<file path="src/rtl/oc_pkg.sv">
package oc_pkg;

    typedef enum logic [2:0] {
        OCM_FROZEN = 3'd0,
        OCM_SET    = 3'd1,
        OCM_CLR    = 3'd2,
        OCM_TOG    = 3'd3,
        OCM_LOW    = 3'd4,
        OCM_HIGH   = 3'd5,
        OCM_PWM_A  = 3'd6,
        OCM_PWM_B  = 3'd7
    } ocm_e;

    typedef enum logic [1:0] {
        SEL_MODE = 2'd0,
        SEL_CMP  = 2'd1,
        SEL_OUT  = 2'd2,
        SEL_NONE = 2'd3
    } wsel_e;

    localparam int MODE_LSB     = 4;
    localparam int CLR_EN_BIT   = 7;
    localparam int PRELOAD_BIT  = 3;
    localparam int FAST_BIT     = 2;
    localparam int OUT_EN_BIT   = 0;
    localparam int OUT_POL_BIT  = 1;

    typedef struct packed {
        logic clr_en;
        ocm_e mode;
        logic pre_en;
        logic fast_en;
    } mode_cfg_t;

    typedef struct packed {
        logic en;
        logic pol;
    } out_cfg_t;

    typedef struct packed {
        logic eq;
        logic lt;
        logic gt;
    } cmp_res_t;

    function automatic mode_cfg_t decode_mode(input logic [7:0] b);
        mode_cfg_t c;
        c.clr_en  = b[CLR_EN_BIT];
        c.mode    = ocm_e'(b[MODE_LSB +: 3]);
        c.pre_en  = b[PRELOAD_BIT];
        c.fast_en = b[FAST_BIT];
        return c;
    endfunction

    // Next reference level from mode, present level and comparison.
    function automatic logic ref_eval(input ocm_e m, input logic cur,
                                      input cmp_res_t r, input logic down);
        logic pwm_a;
        pwm_a = down ? ~r.gt : r.lt;
        case (m)
            OCM_FROZEN: return cur;
            OCM_SET:    return r.eq ? 1'b1 : cur;
            OCM_CLR:    return r.eq ? 1'b0 : cur;
            OCM_TOG:    return r.eq ? ~cur : cur;
            OCM_LOW:    return 1'b0;
            OCM_HIGH:   return 1'b1;
            OCM_PWM_A:  return pwm_a;
            default:    return ~pwm_a;
        endcase
    endfunction

endpackage

</file>
<file path="src/rtl/oc_cfg_regs.sv">
module oc_cfg_regs
    import oc_pkg::*;
#(
    parameter int CW = 16
) (
    input  logic            clk,
    input  logic            rst,
    input  logic            wr_en,
    input  logic [1:0]      wr_sel,
    input  logic [CW-1:0]   wr_data,
    input  logic            upd_evt,
    output mode_cfg_t       mcfg,
    output out_cfg_t        ocfg,
    output logic [CW-1:0]   cmp_act
);

    logic [CW-1:0] cmp_buf;
    wsel_e         sel;

    assign sel = wsel_e'(wr_sel);

    always_ff @(posedge clk) begin
        if (rst) begin
            mcfg    <= '0;
            ocfg    <= '0;
            cmp_buf <= '0;
            cmp_act <= '0;
        end else begin
            if (wr_en) begin
                case (sel)
                    SEL_MODE: mcfg    <= decode_mode(wr_data[7:0]);
                    SEL_CMP:  cmp_buf <= wr_data;
                    SEL_OUT: begin
                        ocfg.en  <= wr_data[OUT_EN_BIT];
                        ocfg.pol <= wr_data[OUT_POL_BIT];
                    end
                    default: ;
                endcase
            end
            if (wr_en && sel == SEL_CMP && !mcfg.pre_en)
                cmp_act <= wr_data;
            else if (upd_evt)
                cmp_act <= cmp_buf;
        end
    end

endmodule

</file>
<file path="src/rtl/oc_ref_gen.sv">
module oc_ref_gen
    import oc_pkg::*;
#(
    parameter int CW = 16
) (
    input  logic            clk,
    input  logic            rst,
    input  logic [CW-1:0]   cnt_val,
    input  logic            cnt_down,
    input  logic            upd_evt,
    input  logic            clr_in,
    input  mode_cfg_t       mcfg,
    input  logic [CW-1:0]   cmp_act,
    output logic            ref_q,
    output logic            ref_out,
    output logic            clr_hold,
    output logic            match_q
);

    cmp_res_t res;
    logic     clr_now;
    logic     clr_force;
    logic     ref_d;

    assign res.eq = (cnt_val == cmp_act);
    assign res.lt = (cnt_val <  cmp_act);
    assign res.gt = (cnt_val >  cmp_act);

    assign clr_now   = mcfg.clr_en & clr_in;
    assign clr_force = clr_now | clr_hold;

    always_comb begin
        if (clr_force)
            ref_d = 1'b0;
        else
            ref_d = ref_eval(mcfg.mode, ref_q, res, cnt_down);
    end

    always_ff @(posedge clk) begin
        if (rst) begin
            ref_q    <= 1'b0;
            clr_hold <= 1'b0;
            match_q  <= 1'b0;
        end else begin
            ref_q    <= ref_d;
            clr_hold <= clr_now | (clr_hold & ~upd_evt);
            match_q  <= res.eq;
        end
    end

    assign ref_out = mcfg.fast_en ? ref_d : ref_q;

endmodule

</file>
<file path="src/rtl/oc_pin_drive.sv">
module oc_pin_drive
    import oc_pkg::*;
(
    input  logic     ref_in,
    input  out_cfg_t ocfg,
    output logic     pin
);

    always_comb begin
        if (ocfg.en)
            pin = ref_in ^ ocfg.pol;
        else
            pin = ocfg.pol;
    end

endmodule

</file>
<file path="src/rtl/oc_channel.sv">
module oc_channel
    import oc_pkg::*;
#(
    parameter int CW = 16
) (
    input  logic            clk,
    input  logic            rst,
    input  logic [CW-1:0]   cnt_val,
    input  logic            cnt_down,
    input  logic            upd_evt,
    input  logic            clr_in,
    input  logic            wr_en,
    input  logic [1:0]      wr_sel,
    input  logic [CW-1:0]   wr_data,
    output logic            pin,
    output logic            oc_ref,
    output logic            match_flag
);

    mode_cfg_t      mcfg;
    out_cfg_t       ocfg;
    logic [CW-1:0]  cmp_act;
    logic           ref_q;
    logic           clr_hold;

    oc_cfg_regs #(.CW(CW)) u_regs (
        .clk     (clk),
        .rst     (rst),
        .wr_en   (wr_en),
        .wr_sel  (wr_sel),
        .wr_data (wr_data),
        .upd_evt (upd_evt),
        .mcfg    (mcfg),
        .ocfg    (ocfg),
        .cmp_act (cmp_act)
    );

    oc_ref_gen #(.CW(CW)) u_ref (
        .clk      (clk),
        .rst      (rst),
        .cnt_val  (cnt_val),
        .cnt_down (cnt_down),
        .upd_evt  (upd_evt),
        .clr_in   (clr_in),
        .mcfg     (mcfg),
        .cmp_act  (cmp_act),
        .ref_q    (ref_q),
        .ref_out  (oc_ref),
        .clr_hold (clr_hold),
        .match_q  (match_flag)
    );

    oc_pin_drive u_pin (
        .ref_in (oc_ref),
        .ocfg   (ocfg),
        .pin    (pin)
    );

endmodule

</file>
<file path="config.mk">
export PLATFORM = sky130hd
export DESIGN_NAME = oc_channel
export DESIGN_NICKNAME = d
export VERILOG_FILES = /design/src/rtl/oc_pkg.sv /design/src/rtl/oc_cfg_regs.sv /design/src/rtl/oc_ref_gen.sv /design/src/rtl/oc_pin_drive.sv /design/src/rtl/oc_channel.sv
export SDC_FILE = /design/constraint.sdc
export NUM_CORES = 1
export LEC_CHECK = 0
export BUFFER_PORTS_ARGS = -buffer_cell sky130_fd_sc_hd__buf_4
export CAP_MARGIN = 20
export CELL_PAD_IN_SITES_DETAIL_PLACEMENT = 1
export CELL_PAD_IN_SITES_GLOBAL_PLACEMENT = 1
export CORE_ASPECT_RATIO = 1.25
export CORE_MARGIN = 2
export CORE_UTILIZATION = 37
export DETAILED_ROUTE_END_ITERATION = 8
export PLACE_DENSITY_LB_ADDON = 0.1
export SETUP_SLACK_MARGIN = 0.3
export SLEW_MARGIN = 15
export SYNTH_ARGS = -nofsm -noshare
export SYNTH_HDL_FRONTEND = slang
export SYNTH_SLANG_ARGS = --single-unit
</file>
<file path="constraint.sdc">
create_clock -name clk -period 4.6 [get_ports clk]
set_clock_uncertainty 0.15 [all_clocks]
set_input_delay 1.15 -clock clk [delete_from_list [all_inputs] [get_ports clk]]
set_output_delay 1.15 -clock clk [all_outputs]
set_load 0.005 [all_outputs]
</file>
==> metrics <==
die height 91.0 microns; status finished with violations; Final Hold Viols 0; Synth cell types 35; RD Place Congestion 0.730; CTS sink cnt 43; Synth Register Bits 43; Most used DFF post-synth dfxtp_1; worst r2r src u_regs.cmp_act[15]$_SDFFE_PP0P_; sw power 0.197 mW; Diodes inserted 0; CTS HTree Levels 2; R2R Setup Slk 1.77 ns; Relative slew margins 0.401; CP max stage cell or3_4; CP Class primary input to output pin; First DRT Iteration DRCs 25; placed cell count 365; Post-synth EDFFs 0; cell-internal power 0.556 mW; HP Class register to register; fin cells 374; first-pass GRT wire length 9.50 mm; Max-Cap Viols 0; fin crit period 4.90 ns; CP Data Arrival Time 3.60 ns; clock tree root buffer cell clkbuf_8; detailed placement HPWL 4.25 mm; core area 5820 sq um; failing checks negative setup slack; FF-to-FF End u_ref.ref_q$_SDFF_PP0_; R2R cell count 12; GR Overflow Total 0; syn nets 320; worst-path maximum fanout 3; Clock transition at path regs 0.08 ns; max-slew violations 0; Warnings, synthesis 0; TritonCTS clock tree yes; Worst path max stage delay 0.39 ns; synthesized area per cell 8.55 sq um; Vias per Instance 5.24; Worst Tran Pin Value 0.895 ns; CTS buffer count 5; clock buffer depth 2; Fmax 204 MHz; sequential element share of the synthesized area 0.384; Switching Share 0.261; Antenna Nets Post-Route 0; DIE AREA 6700 sq um; Crit. Startpoint cnt_val[15]; FILL cells 713; IO buf count 42; initial antenna violation count 0; DR vias 1958; Clk network pwr share 0.309; RSZ-0062 raised after global routing true; Top Ports 43; area grow syn2layout 27.3%; vias in the first global route 1999; Total Routing Usage GR 0.181; Reg power frac 0.524; Async S/R FF share, synth 0; Remaining DRCs 0; Finish-stage setup viols 2; DIE WIDTH 73.6 microns; total power 0.753 mW; # rows 31; Critical Path End pin; WL/cell 15.4 microns; peak supply drop 155 uV; Post-Syn Area 2240 sq um; P_leak 1.14 nW; critical path cell sequence buf_6 > ha_4 > nand4_1 > or3_4 > or3_4 > ha_4 > inv_2 > mux2i_1 > o21ai_1 > o31a_1 > a2111o_1 > o211ai_2 > buf_4; WP data required 3.30 ns; Comb pwr share 0.167; crit share post-route 1.06; Seq. cell area 861 sq um; critical path endpoint category output pin; footprint of the multi-input gates 1350 sq um; WHS 0.307 ns; final setup margin -0.296 ns; Cells after Synth 262; largest net degree at the start of global routing 44; Starting Density 0.385; crit start category primary input; PD cells 264 nW/um^2; proportion of layout cells with a drive suffix above 1 0.244; Worst-Skew Late Latency 0.29 ns; DRT Pass-1 Iters 4; WL final 5.77 mm; Layout Nets 365
-- registers in the layout (all words and copies together), names as in the netlist --
register	flops
u_regs.cmp_act	16
u_regs.cmp_buf	16
u_regs.mcfg	6
u_regs.ocfg	2
u_ref.clr_hold	1
u_ref.match_q	1
u_ref.ref_q	1
-- Yosys cell counts (3+ instances only) --
| library cell | number | area (sq um) |
|---|---|---|
| nand2_1 | 37 | 139 |
| clkbuf_1 | 12 | 45.0 |
| nand4_1 | 3 | 18.8 |
| nand3b_1 | 3 | 22.5 |
| nor2_1 | 27 | 101 |
| a211oi_1 | 18 | 135 |
| a21oi_1 | 23 | 115 |
| o21ai_0 | 3 | 15.0 |
| ha_1 | 18 | 225 |
| dfxtp_1 | 43 | 861 |
| inv_1 | 20 | 75.1 |
| mux2i_1 | 26 | 260 |
-- layer usage --
| metal | share of wire | vias up | track usage |
|---|---|---|---|
| li1 | - | 1000 | - |
| met1 | 0.46 | 924 | 0.237 |
| met2 | 0.50 | 28 | 0.301 |
| met3 | 0.026 | 6 | 0.0277 |
| met4 | 0.012 | 0 | 0.0545 |
| met5 | 0 | - | 0 |
-- cells by family after synthesis --
logic type,after synthesis,share of synthesized area
buffers and inverters,33,0.0553
AND/OR/NAND/NOR,84,0.171
adder cells (fa/ha/maj),18,0.101
multiplexers,27,0.121
AO/OA/AOI/OAI,57,0.167
flip-flops,43,0.384
-- critical path, delay by kind of cell --
family                   cells  cell delay (ns)
multiplexers                 1             0.12
AND/OR/NAND/NOR              3             0.86
buffers and inverters        3             0.24
AO/OA/AOI/OAI                4             0.68
adder cells (fa/ha/maj)      2             0.53
-- repair_timing --
action                                  in CTS  in global routing
resized for setup                            9                  1
endpoints found under the setup margin       2                  2
pin swaps                                    1                  2
setup buffers                                0                  1
hold buffers                                 0                  0
-- worst min-delay path by stage --
stage,slack (ns),startpoint,cells after the start,to
2_1_floorplan,0.29,u_regs.cmp_buf[0]$_SDFFE_PP0P_,2,u_regs.cmp_buf[0]$_SDFFE_PP0P_
3_3_place_gp,0.29,u_regs.cmp_buf[5]$_SDFFE_PP0P_,2,u_regs.cmp_buf[5]$_SDFFE_PP0P_
3_5_place_dp,0.30,u_regs.cmp_buf[5]$_SDFFE_PP0P_,2,u_regs.cmp_buf[5]$_SDFFE_PP0P_
4_1_cts,0.31,u_regs.cmp_buf[5]$_SDFFE_PP0P_,2,u_regs.cmp_buf[5]$_SDFFE_PP0P_
5_1_grt,0.33,u_regs.cmp_buf[14]$_SDFFE_PP0P_,2,u_regs.cmp_buf[14]$_SDFFE_PP0P_
6_report,0.31,u_regs.cmp_buf[5]$_SDFFE_PP0P_,2,u_regs.cmp_buf[5]$_SDFFE_PP0P_
-- final cells by class --
cell class	count	area share
inverter	20	0.0263
multi-input combinational	186	0.474
tap	66	0.0289
sequential	43	0.302
clock inverter	1	0.00175
clock buffer	7	0.0268
timing repair buffer	51	0.141
-- layout by cell type (no fill, tap or decap), types with 3 or more instances in the layout --
cell | netlist | routed
a211oi_1 | 18 | 17
a21oi_1 | 23 | 23
buf_4 | 0 | 46
buf_6 | 0 | 5
clkbuf_8 | 0 | 5
dfxtp_1 | 43 | 43
ha_1 | 18 | 12
ha_4 | 0 | 6
inv_1 | 20 | 19
mux2i_1 | 26 | 26
nand2_1 | 37 | 36
nand3b_1 | 3 | 3
nand4_1 | 3 | 3
nor2_1 | 27 | 27
-- metrics by stage --
stage | worst slack [ns] | TNS [ns] | cell area (sq um) | utilization
after CTS | -0.313 | -0.556 | 2830 | 0.487
after global routing | -0.484 | -0.890 | 2850 | 0.490
after detailed placement | -0.321 | -0.628 | 2720 | 0.468
final | -0.296 | -0.527 | 2850 | 0.490
after global placement | -0.322 | -0.619 | 2720 | 0.468
after floorplan | 0.0126 | 0 | 2310 | -
-- power groups by stage --
| stage | combinational [mW] | clock [mW] | sequential, mW |
|---|---|---|---|
| after detailed placement | 0.121 | 0 | 0.404 |
| after global routing | 0.140 | 0.257 | 0.397 |
| after CTS | 0.124 | 0.242 | 0.395 |
| final | 0.126 | 0.233 | 0.395 |
| after global placement | 0.118 | 0 | 0.403 |
| after floorplan | 0.0667 | 0 | 0.401 |
(Power assumes the default switching activity.)
